[config.mk]
export PLATFORM = sky130hd
export DESIGN_NAME = tmr_cmp_irq_prio
export DESIGN_NICKNAME = d
export VERILOG_FILES = /design/src/rtl/tmr_irq_pkg.sv /design/src/rtl/tmr_cause_bank.sv /design/src/rtl/tmr_cfg_regs.sv /design/src/rtl/tmr_prio_pick.sv /design/src/rtl/tmr_cmp_irq_prio.sv
export SDC_FILE = /design/constraint.sdc
export NUM_CORES = 1
export LEC_CHECK = 0
export CORE_MARGIN = 1
export CORE_UTILIZATION = 25
export CTS_CLUSTER_DIAMETER = 200
export DETAILED_ROUTE_END_ITERATION = 8
export PLACE_DENSITY = 0.48
export SLEW_MARGIN = 20
export SYNTH_ARGS = -nofsm -noshare
export SYNTH_HDL_FRONTEND = slang
export SYNTH_SLANG_ARGS = --single-unit
[constraint.sdc]
create_clock -name clk -period 29.6 [get_ports clk]
set_clock_uncertainty 0.2 [all_clocks]
set_input_delay 2.96 -clock clk [delete_from_list [all_inputs] [get_ports clk]]
set_output_delay 2.96 -clock clk [all_outputs]
set_load 0.01 [all_outputs]
[src/rtl/tmr_irq_pkg.sv]
package tmr_irq_pkg;
  typedef enum logic [1:0] {
    RA_FLAGS  = 2'd0,
    RA_ENABLE = 2'd1,
    RA_LEVEL  = 2'd2,
    RA_NONE   = 2'd3
  } reg_addr_e;
endpackage

[src/rtl/tmr_cause_bank.sv]
module tmr_cause_bank #(
  parameter int NSRC = 12
) (
  input  logic            clk,
  input  logic            rst_n,
  input  logic [NSRC-1:0] set_vec,
  input  logic            clr_en,
  input  logic [NSRC-1:0] clr_vec,
  output logic [NSRC-1:0] flags
);
  logic [NSRC-1:0] flags_d;
  logic            flags_ce;

  always_comb begin
    flags_ce = clr_en || (|set_vec);
    flags_d  = flags;
    if (clr_en) flags_d = flags_d & ~clr_vec;
    flags_d = flags_d | set_vec;   // a new match beats a clear
  end

  always_ff @(posedge clk or negedge rst_n) begin
    if (!rst_n)        flags <= '0;
    else if (flags_ce) flags <= flags_d;
  end
endmodule

[src/rtl/tmr_cfg_regs.sv]
module tmr_cfg_regs #(
  parameter int NSRC  = 12,
  parameter int N_TMR = 6,
  parameter int LVL_W = 3,
  parameter int DW    = 32
) (
  input  logic                   clk,
  input  logic                   rst_n,
  input  logic                   en_we,
  input  logic                   lvl_we,
  input  logic [DW-1:0]          wdata,
  output logic [NSRC-1:0]        enables,
  output logic [N_TMR*LVL_W-1:0] levels
);
  localparam int LVW = N_TMR * LVL_W;

  logic [NSRC-1:0] en_d;
  logic [LVW-1:0]  lvl_d;

  always_comb begin
    en_d  = wdata[NSRC-1:0];
    lvl_d = wdata[LVW-1:0];
  end

  always_ff @(posedge clk or negedge rst_n) begin
    if (!rst_n)     enables <= '0;
    else if (en_we) enables <= en_d;
  end

  always_ff @(posedge clk or negedge rst_n) begin
    if (!rst_n)      levels <= '0;
    else if (lvl_we) levels <= lvl_d;
  end
endmodule

[src/rtl/tmr_prio_pick.sv]
module tmr_prio_pick #(
  parameter int NSRC     = 12,
  parameter int N_TMR    = 6,
  parameter int LVL_W    = 3,
  parameter int SRC_W    = 4,
  parameter int DMA_W    = 5,
  parameter int DMA_BASE = 7
) (
  input  logic                   clk,
  input  logic                   rst_n,
  input  logic [NSRC-1:0]        pend,
  input  logic [N_TMR*LVL_W-1:0] levels,
  output logic                   win_v,
  output logic [LVL_W-1:0]       win_lvl,
  output logic [SRC_W-1:0]       win_src,
  output logic [DMA_W-1:0]       win_dma
);
  logic [LVL_W-1:0] src_lvl [NSRC];

  // source 2t = timer t B, 2t+1 = timer t A: both take the timer's level
  for (genvar s = 0; s < NSRC; s++) begin : g_lvl
    assign src_lvl[s] = levels[(s/2)*LVL_W +: LVL_W];
  end

  logic             best_v;
  logic [LVL_W-1:0] best_l;
  logic [SRC_W-1:0] best_s;
  logic [DMA_W-1:0] best_d;

  always_comb begin
    best_v = 1'b0;
    best_l = '0;
    best_s = '0;
    // walk downwards with >= so the lowest index wins among equal levels
    for (int s = NSRC - 1; s >= 0; s--) begin
      if (pend[s] && (!best_v || src_lvl[s] >= best_l)) begin
        best_v = 1'b1;
        best_l = src_lvl[s];
        best_s = SRC_W'(s);
      end
    end
    best_d = DMA_W'(DMA_BASE) + DMA_W'(best_s);
  end

  always_ff @(posedge clk or negedge rst_n) begin
    if (!rst_n) begin
      win_v   <= 1'b0;
      win_lvl <= '0;
      win_src <= '0;
      win_dma <= '0;
    end else begin
      win_v   <= best_v;
      win_lvl <= best_l;
      win_src <= best_s;
      win_dma <= best_v ? best_d : '0;
    end
  end
endmodule

[src/rtl/tmr_cmp_irq_prio.sv]
module tmr_cmp_irq_prio
  import tmr_irq_pkg::*;
#(
  parameter int N_TMR    = 6,
  parameter int LVL_W    = 3,
  parameter int DW       = 32,
  parameter int DMA_BASE = 7,
  parameter int DMA_W    = 5
) (
  input  logic             clk,
  input  logic             rst_n,
  input  logic [N_TMR-1:0] match_a,
  input  logic [N_TMR-1:0] match_b,
  input  logic             wr_en,
  input  logic [1:0]       wr_addr,
  input  logic [DW-1:0]    wr_data,
  input  logic [1:0]       rd_addr,
  output logic [DW-1:0]    rd_data,
  input  logic             cpu_ie,
  input  logic [LVL_W-1:0] cpu_il,
  output logic             irq_valid,
  output logic [LVL_W-1:0] irq_level,
  output logic [3:0]       irq_src,
  output logic [DMA_W-1:0] irq_dma_ch,
  output logic             irq_accept
);
  localparam int NSRC  = 2 * N_TMR;
  localparam int SRC_W = $clog2(NSRC);
  localparam int LVW   = N_TMR * LVL_W;

  logic [NSRC-1:0]  set_vec;
  logic [NSRC-1:0]  cause_q;
  logic [NSRC-1:0]  enable_q;
  logic [LVW-1:0]   level_q;
  logic [NSRC-1:0]  pend;
  logic [SRC_W-1:0] win_src;

  for (genvar t = 0; t < N_TMR; t++) begin : g_map
    assign set_vec[2*t]   = match_b[t];
    assign set_vec[2*t+1] = match_a[t];
  end

  tmr_cause_bank #(.NSRC(NSRC)) u_cause (
    .clk     (clk),
    .rst_n   (rst_n),
    .set_vec (set_vec),
    .clr_en  (wr_en && (wr_addr == RA_FLAGS)),
    .clr_vec (wr_data[NSRC-1:0]),
    .flags   (cause_q)
  );

  tmr_cfg_regs #(.NSRC(NSRC), .N_TMR(N_TMR), .LVL_W(LVL_W), .DW(DW)) u_cfg (
    .clk     (clk),
    .rst_n   (rst_n),
    .en_we   (wr_en && (wr_addr == RA_ENABLE)),
    .lvl_we  (wr_en && (wr_addr == RA_LEVEL)),
    .wdata   (wr_data),
    .enables (enable_q),
    .levels  (level_q)
  );

  assign pend = cause_q & enable_q;

  tmr_prio_pick #(
    .NSRC(NSRC), .N_TMR(N_TMR), .LVL_W(LVL_W),
    .SRC_W(SRC_W), .DMA_W(DMA_W), .DMA_BASE(DMA_BASE)
  ) u_pick (
    .clk     (clk),
    .rst_n   (rst_n),
    .pend    (pend),
    .levels  (level_q),
    .win_v   (irq_valid),
    .win_lvl (irq_level),
    .win_src (win_src),
    .win_dma (irq_dma_ch)
  );

  assign irq_src    = 4'(win_src);
  assign irq_accept = irq_valid && cpu_ie && (cpu_il < irq_level);

  always_comb begin
    rd_data = '0;
    case (rd_addr)
      RA_FLAGS:  rd_data[NSRC-1:0] = cause_q;
      RA_ENABLE: rd_data[NSRC-1:0] = enable_q;
      RA_LEVEL:  rd_data[LVW-1:0]  = level_q;
      default:   rd_data = '0;
    endcase
  end
endmodule

# Yosys cells after proc, flatten, opt, wreduce, memory -nomap -nowiden
# Cells that the tools add are included.
# word_totals
reg_bits	55
elab_cells	110
output_inout_bits	46
ram_bits	0
in_bits	55
romBits	0
latchBits	0
memories	0
# classes
mul	0
div_mod_pow	0
magnitude_cmp	12
eq_ne	4
mux	40
n_reduce_logical	42
bitwise_logic	4
n_shift	0
addsub	1
# op_table
operator	n
4-bit two-way mux	12
3-bit two-way mux	12
12-bit case mux with 3 select lines	1
3-bit greater-or-equal comparator	11
12-bit AND	2
1-bit logical AND	16
1-bit logical OR	12
1-bit two-way mux	12
12-bit two-way mux	1
12-bit NOT	1
12-bit OR	1
12-bit OR reduction	1
1-bit logical NOT	11
6-bit two-way mux	1
3-bit by 4-bit adder with 5-bit output, first input constant	1
5-bit two-way mux	1
2-bit by 1-bit equality test with 1-bit output, second input constant	2
2-bit equality test, second input constant	2
2-bit logical NOT	2
3-bit less-than comparator	1

# Depth between registers and ports, before layout
# depth
ltp_word	48
depth_mapped	81
mapped_depth_nobuf	77

# Cells and area by module
# Synthesis repeated with hierarchy kept, for this count alone.
# hier_totals
cells_unflattened	433
area_unflattened_um2	4271.6
# by_module_without_submodules
mod	n_inst	seq_area_each_um2	area_per_inst_um2	cells_each
tmr_prio_pick	1	325.3	2064.5	259
tmr_cfg_regs	1	750.7	1164.9	63
tmr_cmp_irq_prio	1	0.0	595.6	74
tmr_cause_bank	1	300.3	446.7	37

# Worst setup path before layout
# Ideal clock, no wire load.
# synth_path
kind	register to register
start	reg u_cfg.enables[11]
end	reg u_pick.win_dma[4]
t_arrival_ns	15.337
stages_incl_launch_ff	77
required_time_ns	29.299
setup_time_ns	0.101
synth_period_minus_slack_ns	15.638
n_path_buf	4
path_slack_ns	13.962
path_cell_list	dfrtp_1 a22o_2 and2_1 ha_1 nor2b_1 maj3_2 o22ai_1 buf_2 mux2_2 ha_1 o2111ai_1 o21ai_1 or2_2 clkbuf_1 nor2_1 a21oi_1 ha_1 nand2b_1 [... 41 more ...] o22ai_1 a211oi_2 mux2_4 ha_1 nand2b_1 a21o_1 a221oi_2 or2_0 mux2_2 ha_1 nand2b_1 a21o_1 a21oi_1 o21ai_0 a2bb2oi_1 o31ai_1 ha_1 nor4_1
# synth_via
elab_chain_len	48
elab_cells_between_ends	82
classes_between	1 x add/sub; 11 x order compare; 36 x mux; 1 x bitwise; 33 x reduce/logical
# synth_lines
element	line	source
start, declared	tmr_cfg_regs.sv:12	output logic [NSRC-1:0] enables,
start signal, assigned	tmr_cfg_regs.sv:27	else if (en_we) enables <= en_d;
12-bit AND *	tmr_cmp_irq_prio.sv:62	assign pend = cause_q & enable_q;
3-bit two-way mux or 1-bit two-way mux (tied branches)	tmr_prio_pick.sv:36	if (pend[s] && (!best_v || src_lvl[s] >= best_l)) begin
3-bit greater-or-equal comparator or 1-bit logical NOT (tied branches)	tmr_prio_pick.sv:36	
1-bit logical OR	tmr_prio_pick.sv:36	
1-bit logical AND	tmr_prio_pick.sv:36	
3-bit two-way mux or 1-bit two-way mux (tied branches)	tmr_prio_pick.sv:36	
3-bit greater-or-equal comparator or 1-bit logical NOT (tied branches)	tmr_prio_pick.sv:36	
1-bit logical OR	tmr_prio_pick.sv:36	
[... 32 more ...]	-	
1-bit logical AND	tmr_prio_pick.sv:36	
3-bit two-way mux or 1-bit two-way mux (tied branches)	tmr_prio_pick.sv:36	
3-bit greater-or-equal comparator or 1-bit logical NOT (tied branches)	tmr_prio_pick.sv:36	
1-bit logical OR	tmr_prio_pick.sv:36	
1-bit logical AND	tmr_prio_pick.sv:36	
4-bit two-way mux	tmr_prio_pick.sv:36	
3-bit by 4-bit adder with 5-bit output	tmr_prio_pick.sv:42	best_d = DMA_W'(DMA_BASE) + DMA_W'(best_s);
5-bit two-way mux *	tmr_prio_pick.sv:55	win_dma <= best_v ? best_d : '0;
end signal, assigned	tmr_prio_pick.sv:55	
end, declared	tmr_prio_pick.sv:16	output logic [DMA_W-1:0] win_dma
# Every way passes the cells marked *; elsewhere a longest branch is shown, timed or not.
# A chain may end at the register's enable or synchronous reset.

# Worst setup path in the final report
# Same ends and word-level chain as after synthesis.

==> summary.md <==
| Metric | Value |
|---|---|
| EDFF count, synth | 0 |
| Setup repair bufs after CTS | 0 |
| Post-DP HPWL | ~8100 um |
| Count leader, synth | dfrtp_1 |
| DR pass1 iterations | 4 |
| Starting Density | 0.255 |
| Height of the die | 129 um |
| Vias in the first global route | 3253 |
| Vias | approximately 3300 |
| Status | completed |
| Layout cells sized above 1 | 0.155 |
| Initial antenna violation count | 0 |
| Max Cap Violations | 0 |
| Critical path's largest stage delay | 0.64 ns |
| Worst-path clk slew | 0.08 ns |
| Die X-Extent | approximately 130 um |
| Crit path time final | 18.11 ns |
| Total Wirelength | 10200 um |
| Vias/cell | 4.73 |
| Initial DRC count | 146 |
| Seq/Total Area, Yosys | 0.341 |
| H-Tree Depth | 2 |
| Root Buffer | clkbuf_16 |
| Buffers on Ports | 72 |
| CTS tree | done |
| Synth Cell Area | 4040 um2 |
| Metal3 WL | between 300 and 400 um |
| Critical Path End Type | flip-flop |
| Netlist cell types | 68 |
| Final hold vios | 0 |
| Overall routing resource usage | 0.129 |
| Pre-CTS setup slack | 11.62 ns |
| Clk sinks | 55 |
| Pin count of the biggest net entering global routing | 56 |
| Ratio of total power to cell area | between 100 and 150 nW/um2 |
| RSZ-0062 raised after global routing | no |
| Min Hold Slack | 0.320 ns |
| Yosys top cell by area | dfrtp_1 |
| Number of synthesized register bits | 55 |
| Pins over their slew limit | 0 |
| Top cells by instance count after synthesis | dfrtp_1, nand2_1, mux2_2 |
| Leak | around 2.2 nW |
| Global-route wire length before repair | 16800 um |
| Worst-path fanout max | 11 |
| Worst slew pin tran | around 1.0 ns |
| Routability cong. | 0.821 |
| Max Used Layer | met4 |
| Inserted Clock Buffers | 5 |
| Crit path top cell by count | ha_1 |
| Cells after synthesis | about 420 |
| Synth top area share | 0.341 |
| Largest cells by area after synthesis | dfrtp_1, mux2_2, ha_1 |
| CTS max path bufs | 2 |
| Post-layout nets | 571 |
| Async set-reset flop share out of synthesis | 1.00 |
| Final worst-path cycle share | 0.612 |
| WP data arrival | 18.11 ns |
| Setup TNS | 0 ns |
| DR WL/cell | 14.4 um |
| CTS Hold Bufs | 0 |
| Crit start category | flip-flop |
| Crit Path Category | flip-flop to flip-flop |
| Metal2 WL | 4820 um |
| Post-route DRC | 0 |
| Avg Cell Area, Syn | 9.59 um2 |
| Most used DFF post-synth | dfrtp_1 |
| Post_cts resized | 0 |
| Max Fclk | roughly 0.055 GHz |
| Hold crit path type | flip-flop to flip-flop |
| Placed inst area | 4940 um2 |
| Data required, critical path | 29.59 ns |
| Total power | 0.000597 W |
| Slew margin rel. | 0.303 |
| # rows | 46 |
| Total gr overflow | 0 |
| Slowest CP cell | o22ai_1 |
| Clk Latency, worst-skew pair | 0.30 ns |
| M1 wire length | a little under 5000 um |
| Post-route ant nets | 0 |
| # setup viols final | 0 |
| Io pins | 101 |
| YS warnings | 0 |
| Worst Setup Slack, final | 11.49 ns |
| # fillers | between 1500 and 2000 |
| Max IR drop VDD | 0.0483 mV |
| Antenna cells | 0 |
| Post-route cell area | a little over 5000 um2 |
| Core area | approximately 16000 um2 |
| Synth-to-Final Area Change | 26.5% |
| Die footprint | 16700 um2 |
## cell usage in the layout, fill, tap and decap left out, drive strengths merged, types with 12 or more instances in the layout
cell type / instances
clkdlybuf4s50: 71
dfrtp: 55
nand2: 49
mux2: 44
ha: 26
inv: 25
nor2: 22
o21ai: 21
a21oi: 20
a21o: 19
mux2i: 17
conb: 14
and2: 12
## registers in the layout (all words and copies together) (netlist names)
signal,flops
u_cfg.levels,18
u_pick.win_lvl,3
u_pick.win_dma,5
u_pick.win_v,1
u_cause.flags,12
u_cfg.enables,12
u_pick.win_src,4
## critical path, delay by kind of cell, from the launching register on
kind / cells / cell delay [ns]
mux: 7 / 2.66
simple gates: 17 / 3.27
flops: 1 / 0.45
fa+ha+maj: 12 / 3.18
compound gates: 33 / 8.10
buf+inv: 2 / 0.12
## power by group
part	switching [W]	internal, W	leakage, nW
clock	0.0000294	0.0000404	0.0844
sequential	0.0000147	0.0000948	0.618
combinational	0.000222	0.000196	1.49
total	0.000266	0.000331	2.20
## cell families after synthesis
logic type	synth area share
buf+inv	0.0657
compound gates	0.195
xor+xnor	0.00217
mux	0.171
fa+ha+maj	0.0858
flops	0.341
other cells	0.000928
simple gates	0.139
## worst paths after layout
| check | start | end | slack (ns) | cells after the start |
|---|---|---|---|---|
| min in group asynchronous | rst_n | u_cfg.levels[11] | 2.58 | 2 |
| worst min register to register | u_cause.flags[1] | u_cause.flags[1] | 0.32 | 1 |
| worst max register to register | u_cfg.enables[11] | u_pick.win_dma[4] | 11.49 | 71 |
| worst min-delay path | u_cause.flags[1] | u_cause.flags[1] | 0.32 | 1 |
| worst max-delay path | u_cfg.enables[11] | u_pick.win_dma[4] | 11.49 | 71 |
| max in group asynchronous | rst_n | u_pick.win_src[1] | 26.14 | 2 |
## layout make-up
type | instances | area [um2] | area share
well taps | 216 | 270 | 0.0529
repair buffers | 77 | 753 | 0.147
multi-input cells | 327 | 2450 | 0.479
clock inverters | 3 | 47.5 | 0.00931
flip-flops and latches | 55 | 1380 | 0.269
inverters | 24 | 90.1 | 0.0176
clock buffers | 5 | 125 | 0.0245
## metal layers
layer,GRT usage,vias up
met5,0,-
met4,0.0436,0
met3,0.0178,15
met2,0.207,76
met1,0.176,1630
li1,-,1622
## per-stage QoR
step	std cells	utilization
4_1_cts	707	0.323
6_report	707	0.323
3_3_place_gp	699	0.312
3_5_place_dp	699	0.312
2_1_floorplan	434	-
5_1_grt	707	0.323
No activity file was read; power rests on OpenSTA's default activity.
